**config.mk**
```make
export PLATFORM = sky130hd
export DESIGN_NAME = inv_vec_decoder
export DESIGN_NICKNAME = d
export VERILOG_FILES = /design/src/rtl/inv_pkg.sv /design/src/rtl/inv_field_decode.sv /design/src/rtl/inv_valid_array.sv /design/src/rtl/inv_vec_decoder.sv
export SDC_FILE = /design/constraint.sdc
export NUM_CORES = 2
export LEC_CHECK = 0
export ABC_CLOCK_PERIOD_IN_PS = 3910
export BUFFER_PORTS_ARGS = -buffer_cell sky130_fd_sc_hd__buf_4
export CAP_MARGIN = 20
export CELL_PAD_IN_SITES_DETAIL_PLACEMENT = 0
export CELL_PAD_IN_SITES_GLOBAL_PLACEMENT = 1
export CORE_UTILIZATION = 53
export DETAILED_ROUTE_END_ITERATION = 16
export HOLD_SLACK_MARGIN = 0.02
export PLACE_DENSITY_LB_ADDON = 0.1
export SLEW_MARGIN = 25
export SYNTH_ARGS = -nofsm -noshare
export SYNTH_HDL_FRONTEND = slang
export SYNTH_SLANG_ARGS = --single-unit
```
**constraint.sdc**
```tcl
create_clock -name clk -period 3.91 [get_ports clk]
set_input_delay 0 -clock clk [delete_from_list [all_inputs] [get_ports clk]]
set_output_delay 0 -clock clk [all_outputs]
set_load 0.01 [all_outputs]
```
**src/rtl/inv_pkg.sv**
```systemverilog
package inv_pkg;
  localparam int NCORE     = 8;
  localparam int CORE_W    = $clog2(NCORE);
  localparam int WAYS      = 4;
  localparam int WAY_W     = $clog2(WAYS);
  localparam int SETS      = 128;
  localparam int SET_W     = $clog2(SETS);
  localparam int NQ        = 4;
  localparam int NH        = 2;
  localparam int VEC_W     = 112;
  localparam int PKT_W     = 125;
  localparam int PA_LSB    = 112;
  localparam int PA_W      = 6;
  localparam int CPU_LSB   = 118;
  localparam int QTR_LSB   = 121;
  localparam int DALL_BIT  = 123;
  localparam int IALL_BIT  = 124;
  localparam int WIDE_W    = 4;
  localparam int NARROW_W  = 3;

  function automatic int group_base(input int q);
    case (q)
      0: return 0;
      1: return 32;
      2: return 56;
      default: return 88;
    endcase
  endfunction

  function automatic logic [WIDE_W-1:0] pick_wide(input logic [VEC_W-1:0] v,
                                                  input int q, input int core);
    return v[group_base(q) + WIDE_W*core +: WIDE_W];
  endfunction

  function automatic logic [NARROW_W-1:0] pick_narrow(input logic [VEC_W-1:0] v,
                                                      input int q, input int core);
    return v[group_base(q) + NARROW_W*core +: NARROW_W];
  endfunction

  function automatic logic [WAYS-1:0] way_onehot(input logic [WAY_W-1:0] w);
    return WAYS'(1) << w;
  endfunction

  function automatic logic [WAYS-1:0] wide_dmask(input logic [WIDE_W-1:0] c);
    return c[0] ? way_onehot(c[3:2]) : '0;
  endfunction

  function automatic logic [WAYS-1:0] wide_imask(input logic [WIDE_W-1:0] c);
    return (c[1:0] == 2'b10) ? way_onehot(c[3:2]) : '0;
  endfunction

  function automatic logic [WAYS-1:0] narrow_dmask(input logic [NARROW_W-1:0] c);
    return c[0] ? way_onehot(c[2:1]) : '0;
  endfunction

  function automatic logic [SET_W-1:0] dset_of(input logic [PA_W-1:0] pa, input logic [1:0] q);
    return {pa[PA_W-2:0], q};
  endfunction

  function automatic logic [SET_W-1:0] iset_of(input logic [PA_W-1:0] pa, input logic h);
    return {pa, h};
  endfunction
endpackage

```
**src/rtl/inv_field_decode.sv**
```systemverilog
module inv_field_decode
  import inv_pkg::*;
#(
  parameter int CORE_ID = 0
) (
  input  logic [PKT_W-1:0]      pkt,
  output logic [NQ*SET_W-1:0]   d_set_flat,
  output logic [NQ*WAYS-1:0]    d_mask_flat,
  output logic [NH*SET_W-1:0]   i_set_flat,
  output logic [NH*WAYS-1:0]    i_mask_flat,
  output logic                  dall_hit,
  output logic                  iall_hit
);
  logic [VEC_W-1:0] vec;
  logic [PA_W-1:0]  pa_hi;
  logic [1:0]       qtr;
  logic             id_match;

  assign vec      = pkt[VEC_W-1:0];
  assign pa_hi    = pkt[PA_LSB +: PA_W];
  assign qtr      = pkt[QTR_LSB +: 2];
  assign id_match = (pkt[CPU_LSB +: CORE_W] == CORE_W'(CORE_ID));
  assign dall_hit = id_match & pkt[DALL_BIT];
  assign iall_hit = id_match & pkt[IALL_BIT];

  for (genvar q = 0; q < NQ; q++) begin : g_qtr
    logic [WAYS-1:0] field_dmask;
    logic            all_here;
    if (q % 2 == 0) begin : g_wide
      logic [WIDE_W-1:0] code;
      logic [WAYS-1:0]   imask;
      logic              iall_here;
      assign code        = pick_wide(vec, q, CORE_ID);
      assign field_dmask = wide_dmask(code);
      assign imask       = wide_imask(code);
      assign iall_here   = iall_hit & (qtr[1] == 1'(q / 2));
      assign i_set_flat[(q/2)*SET_W +: SET_W] = iset_of(pa_hi, 1'(q / 2));
      assign i_mask_flat[(q/2)*WAYS +: WAYS]  = imask | {WAYS{iall_here}};
    end else begin : g_narrow
      logic [NARROW_W-1:0] code;
      assign code        = pick_narrow(vec, q, CORE_ID);
      assign field_dmask = narrow_dmask(code);
    end
    assign all_here = dall_hit & (qtr == 2'(q));
    assign d_set_flat[q*SET_W +: SET_W] = dset_of(pa_hi, 2'(q));
    assign d_mask_flat[q*WAYS +: WAYS]  = field_dmask | {WAYS{all_here}};
  end
endmodule

```
**src/rtl/inv_valid_array.sv**
```systemverilog
module inv_valid_array
  import inv_pkg::*;
#(
  parameter int NPORT = 4
) (
  input  logic                   clk,
  input  logic                   rst_n,
  input  logic                   apply,
  input  logic [NPORT*SET_W-1:0] clr_set,
  input  logic [NPORT*WAYS-1:0]  clr_mask,
  input  logic                   tw_en,
  input  logic [SET_W-1:0]       tw_set,
  input  logic [WAY_W-1:0]       tw_way,
  input  logic                   tw_val,
  input  logic [SET_W-1:0]       rd_set,
  output logic [WAYS-1:0]        rd_val,
  output logic [SETS*WAYS-1:0]   all_val
);
  localparam int NBITS = SETS * WAYS;
  logic [NBITS-1:0] vld_q, vld_d;

  always_comb begin
    vld_d = vld_q;
    if (tw_en) vld_d[int'(tw_set)*WAYS + int'(tw_way)] = tw_val;
    if (apply) begin
      for (int p = 0; p < NPORT; p++) begin
        for (int w = 0; w < WAYS; w++) begin
          if (clr_mask[p*WAYS + w])
            vld_d[int'(clr_set[p*SET_W +: SET_W])*WAYS + w] = 1'b0;
        end
      end
    end
  end

  always_ff @(posedge clk or negedge rst_n) begin
    if (!rst_n) vld_q <= '1;
    else        vld_q <= vld_d;
  end

  assign rd_val  = vld_q[int'(rd_set)*WAYS +: WAYS];
  assign all_val = vld_q;
endmodule

```
**src/rtl/inv_vec_decoder.sv**
```systemverilog
module inv_vec_decoder
  import inv_pkg::*;
#(
  parameter int CORE_ID = 5
) (
  input  logic             clk,
  input  logic             rst_n,
  input  logic             pkt_valid,
  input  logic [124:0]     pkt_data,
  output logic             pkt_ready,
  input  logic             tw_en,
  input  logic             tw_icache,
  input  logic [6:0]       tw_set,
  input  logic [1:0]       tw_way,
  input  logic             tw_val,
  input  logic [6:0]       rd_set,
  output logic [3:0]       rd_dval,
  output logic [3:0]       rd_ival
);
  logic               busy;
  logic               accept;
  logic               commit;
  logic [PKT_W-1:0]   pkt_q;
  logic [NQ*SET_W-1:0] d_set_flat;
  logic [NQ*WAYS-1:0]  d_mask_flat;
  logic [NH*SET_W-1:0] i_set_flat;
  logic [NH*WAYS-1:0]  i_mask_flat;
  logic               dall_hit, iall_hit;
  logic [SETS*WAYS-1:0] dv_all, iv_all;

  assign pkt_ready = ~busy;
  assign accept    = pkt_valid & ~busy;
  assign commit    = busy;

  always_ff @(posedge clk or negedge rst_n) begin
    if (!rst_n) begin
      busy  <= 1'b0;
      pkt_q <= '0;
    end else begin
      busy <= accept;
      if (accept) pkt_q <= pkt_data;
    end
  end

  inv_field_decode #(.CORE_ID(CORE_ID)) u_dec (
    .pkt         (pkt_q),
    .d_set_flat  (d_set_flat),
    .d_mask_flat (d_mask_flat),
    .i_set_flat  (i_set_flat),
    .i_mask_flat (i_mask_flat),
    .dall_hit    (dall_hit),
    .iall_hit    (iall_hit)
  );

  inv_valid_array #(.NPORT(NQ)) u_darr (
    .clk(clk), .rst_n(rst_n), .apply(commit),
    .clr_set(d_set_flat), .clr_mask(d_mask_flat),
    .tw_en(tw_en & ~tw_icache), .tw_set(tw_set), .tw_way(tw_way), .tw_val(tw_val),
    .rd_set(rd_set), .rd_val(rd_dval), .all_val(dv_all)
  );

  inv_valid_array #(.NPORT(NH)) u_iarr (
    .clk(clk), .rst_n(rst_n), .apply(commit),
    .clr_set(i_set_flat), .clr_mask(i_mask_flat),
    .tw_en(tw_en & tw_icache), .tw_set(tw_set), .tw_way(tw_way), .tw_val(tw_val),
    .rd_set(rd_set), .rd_val(rd_ival), .all_val(iv_all)
  );
endmodule

```
==> flow_metrics.env <==
export IMPL_final_nets=5026
export IMPL_drv_cap=0
export IMPL_drc=0
export IMPL_seq_area_frac_synth_pct=47.1
export IMPL_r2r_end="u_iarr.all_val[403]"
export IMPL_ff2ff_path_depth=5
export IMPL_grt_use_total_pct=38.2
export IMPL_syn_cell_area_um2=58600
export IMPL_via_count=48200
export IMPL_p_leak_nw=25.2
export IMPL_gp_congestion=0.896
export IMPL_ys_warn_count=0
export IMPL_synth_top_area_share_pct=45.9
export IMPL_synth_largest_area_cell="dfstp_2"
export IMPL_ys_top_cells_by_count="a21oi_1 (1024), dfstp_2 (1024), clkbuf_1 (659)"
export IMPL_grt_pass1_vias=47300
export IMPL_h_tree_depth=3
export IMPL_clk_path_buf_depth=3
export IMPL_timing_rr_start="busy"
export IMPL_dpl_hpwl_mm=125
export IMPL_n_fill_cell=8700
export IMPL_synth_cells=5109
export IMPL_cp_max_fo=2
export IMPL_drtIter0Drc=6074
export IMPL_hold_path_depth=3
export IMPL_path_cells="mux4_2 > mux4_2 > mux4_2 > mux2_2 > buf_4"
export IMPL_finalHoldViolCount=0
export IMPL_dp_cells=6157
export IMPL_ff2ff_setup_slack_ns=0.90
export IMPL_path_clk_slew_ns=0.06
export IMPL_cp_arrival_ns=3.25
export IMPL_first_pass_iters=6
export IMPL_io_buffers=57
export IMPL_crit_buf_inv=1
export IMPL_syn_nets=5256
export IMPL_tritoncts="yes"
export IMPL_hp_start="pkt_data[119]"
export IMPL_ff_latch_area_um2=27600
export IMPL_slowest_stage="mux4_2"
export IMPL_worst_clock_skew_ns=0.0278
export IMPL_grt_pass1_wl_mm=324
export IMPL_startpoint_type="register"
export IMPL_gr_total_overflow=0
export IMPL_critPathCaptureType="primary output"
export IMPL_core_um2=109000
export IMPL_dieWidth_um=334
export IMPL_finalCriticalPeriod_ns=3.25
export IMPL_rows=121
export IMPL_insertion_delay_ns=0.74
export IMPL_p_per_area_nw_per_um2=398
export IMPL_cts_sinks=1052
export IMPL_slew_headroom_pct=20.8
export IMPL_die_area_um2=112000
export IMPL_min_period_over_period_pct=83.1
export IMPL_die_h_um=334
export IMPL_ant_nets=0
export IMPL_cp_data_required_time_ns=3.91
export IMPL_cp_startpoint="u_darr.all_val[351]"
export IMPL_vdd_drop_max_v=0.000393
export IMPL_synth_ff_type="dfstp_2"
export IMPL_synth_area_per_cell_um2=11.5
export IMPL_wl_per_cell_um=33.4
export IMPL_start_util_pct=53.7
export IMPL_wl_mm=216
export IMPL_synth_area_leaders="dfstp_2 (46%), mux4_2 (13%), mux2i_1 (10%), a21oi_1 (8.7%), a221oi_1 (6.3%)"
export IMPL_hold_end="pkt_q[119]"
export IMPL_cp_top_family="multiplexers"
export IMPL_cts_buffers=117
export IMPL_worst_path_most_repeated_cell="mux4_2"
export IMPL_drive_gt1_share_pct=40.5
export IMPL_multi_input_area_um2=28600
export IMPL_min_path_type="input port to register"
export IMPL_synthToLayoutAreaGrowth_pct=12.6
export IMPL_ios=156
export IMPL_async_reset_ff_share_pct=100
export IMPL_tightest_slew_ns=1.18
export IMPL_instances_no_fill=6461
export IMPL_max_freq_mhz=308
export IMPL_timing_setup_tns_ns=0
export IMPL_yosysUniqueCellTypes=40
export IMPL_synth_edf_count=0
export IMPL_synth_seq_cells=1052
export IMPL_outcome="finished clean"
export IMPL_antenna_found_initial=2
export IMPL_setup_viol=0
export IMPL_cts_resized=0
export IMPL_rsz0062_at_grt="false"
export IMPL_routed_via_density=7.45
export IMPL_grt_max_degree=210
export IMPL_maxSlewViolCount=0
export IMPL_worstSetupPathType="register to primary output"
export IMPL_clock_root_buffer="clkbuf_16"
export IMPL_critPathMaxStageDelay_ns=0.58
[metal layers]
| layer | vias up | global-route usage (%) | share of wire [%] |
|---|---|---|---|
| li1 | 19700 | - | - |
| met1 | 25200 | 55.4 | 41 |
| met2 | 2748 | 55.5 | 44 |
| met3 | 485 | 9.92 | 11 |
| met4 | 2 | 13.3 | 3.9 |
| met5 | - | 0 | 0.0037 |
[state kept, by name (all words and copies together) (netlist names)]
name	flops
busy	1
u_darr.all_val	512
pkt_q	27
u_iarr.all_val	512
[cells by family (layout without fill, tap and decap cells)]
| logic type | Yosys count | count (layout) | synth area share (%) |
|---|---|---|---|
| AND/OR/NAND/NOR | 850 | 850 | 8.75 |
| flip-flops | 1052 | 1052 | 47.1 |
| other | 0 | 4 | 0 |
| buffers and inverters | 764 | 636 | 5.01 |
| AO/OA/AOI/OAI | 1473 | 1473 | 15.3 |
| multiplexers | 970 | 970 | 23.8 |
[worst max path at each step]
stage	endpoint	slack [ns]	cells after the start
finish	rd_dval[3]	0.66	5
detailed placement	rd_dval[3]	0.92	7
global route	rd_dval[3]	0.64	5
global placement	rd_ival[2]	0.91	7
floorplan	rd_dval[0]	1.49	6
CTS	rd_dval[0]	0.65	5
[worst min-delay path: stages]
cell,delay (ns)
dlygate4sd3_1,0.53
buf_4,0.10
mux2_2,0.13
[timing repair]
item / 4_1_cts / 5_1_grt
buffers inserted: 0 / 0
hold buffers: 79 / 0
hold endpoints to repair: 191 / 0
[layout make-up]
class	count	share of cell area, %
Timing Repair Buffer	408	5.89
Tap cell	1476	2.80
Clock buffer	175	5.39
Antenna cell	4	0.0152
Sequential cell	1052	41.8
Inverter	7	0.0398
Clock inverter	46	0.728
Multi-Input combinational cell	3293	43.3
[through the flow]
step / setup WS (ns) / power [W] / hold WS (ns) / util [%] / area [µm²]
detailed placement: 0.921 / 0.0146 / 0.216 / 56.0 / 61100
global placement: 0.912 / 0.0146 / 0.205 / 55.9 / 61000
floorplan: 1.49 / 0.0132 / -0.296 / - / 58600
global route: 0.641 / 0.0269 / 0.0613 / 60.4 / 66000
CTS: 0.655 / 0.0263 / 0.0204 / 60.4 / 66000
finish: 0.662 / 0.0263 / 0.0591 / 60.5 / 66000
[cells in the final DEF, fill, tap and decap left out, types with 4 or more instances in the layout]
master | Yosys | layout
nor2b_4 | 0 | 10
a21oi_1 | 1024 | 1024
o31ai_4 | 0 | 6
mux2_2 | 29 | 29
nor3_2 | 0 | 4
clkinv_2 | 0 | 32
inv_1 | 7 | 7
mux4_2 | 336 | 336
clkbuf_1 | 659 | 20
clkbuf_16 | 0 | 120
nor2_2 | 0 | 17
nand3b_1 | 5 | 5
dfstp_2 | 1024 | 1024
buf_8 | 0 | 4
nor4_1 | 198 | 197
bufinv_16 | 0 | 9
o21ai_2 | 0 | 12
dlygate4sd3_1 | 0 | 79
nor4bb_4 | 0 | 6
nor4b_2 | 0 | 4
nor2_1 | 85 | 60
nor2_4 | 0 | 8
nor2b_2 | 0 | 5
buf_4 | 10 | 278
and2_1 | 35 | 33
nand4_1 | 411 | 411
dfrtp_1 | 28 | 27
nand2_1 | 15 | 13
a221oi_1 | 419 | 419
o21ai_0 | 6 | 6
nor3_1 | 33 | 29
buf_12 | 0 | 44
nand2b_1 | 10 | 7
a31o_2 | 4 | 4
clkbuf_8 | 0 | 35
mux2i_1 | 605 | 605
diode_2 | 0 | 4
nand4b_1 | 9 | 9
[power by group]
| group | leakage (nW) | total [W] | internal [W] | switching, W |
|---|---|---|---|---|
| Clock | 2.03 | 0.0116 | 0.00685 | 0.00477 |
| Sequential | 10.9 | 0.0116 | 0.0114 | 0.000200 |
| Combinational | 12.3 | 0.00308 | 0.000843 | 0.00223 |
| Total | 25.2 | 0.0263 | 0.0190 | 0.00721 |
Note: power is estimated with default switching activity, not from simulation.
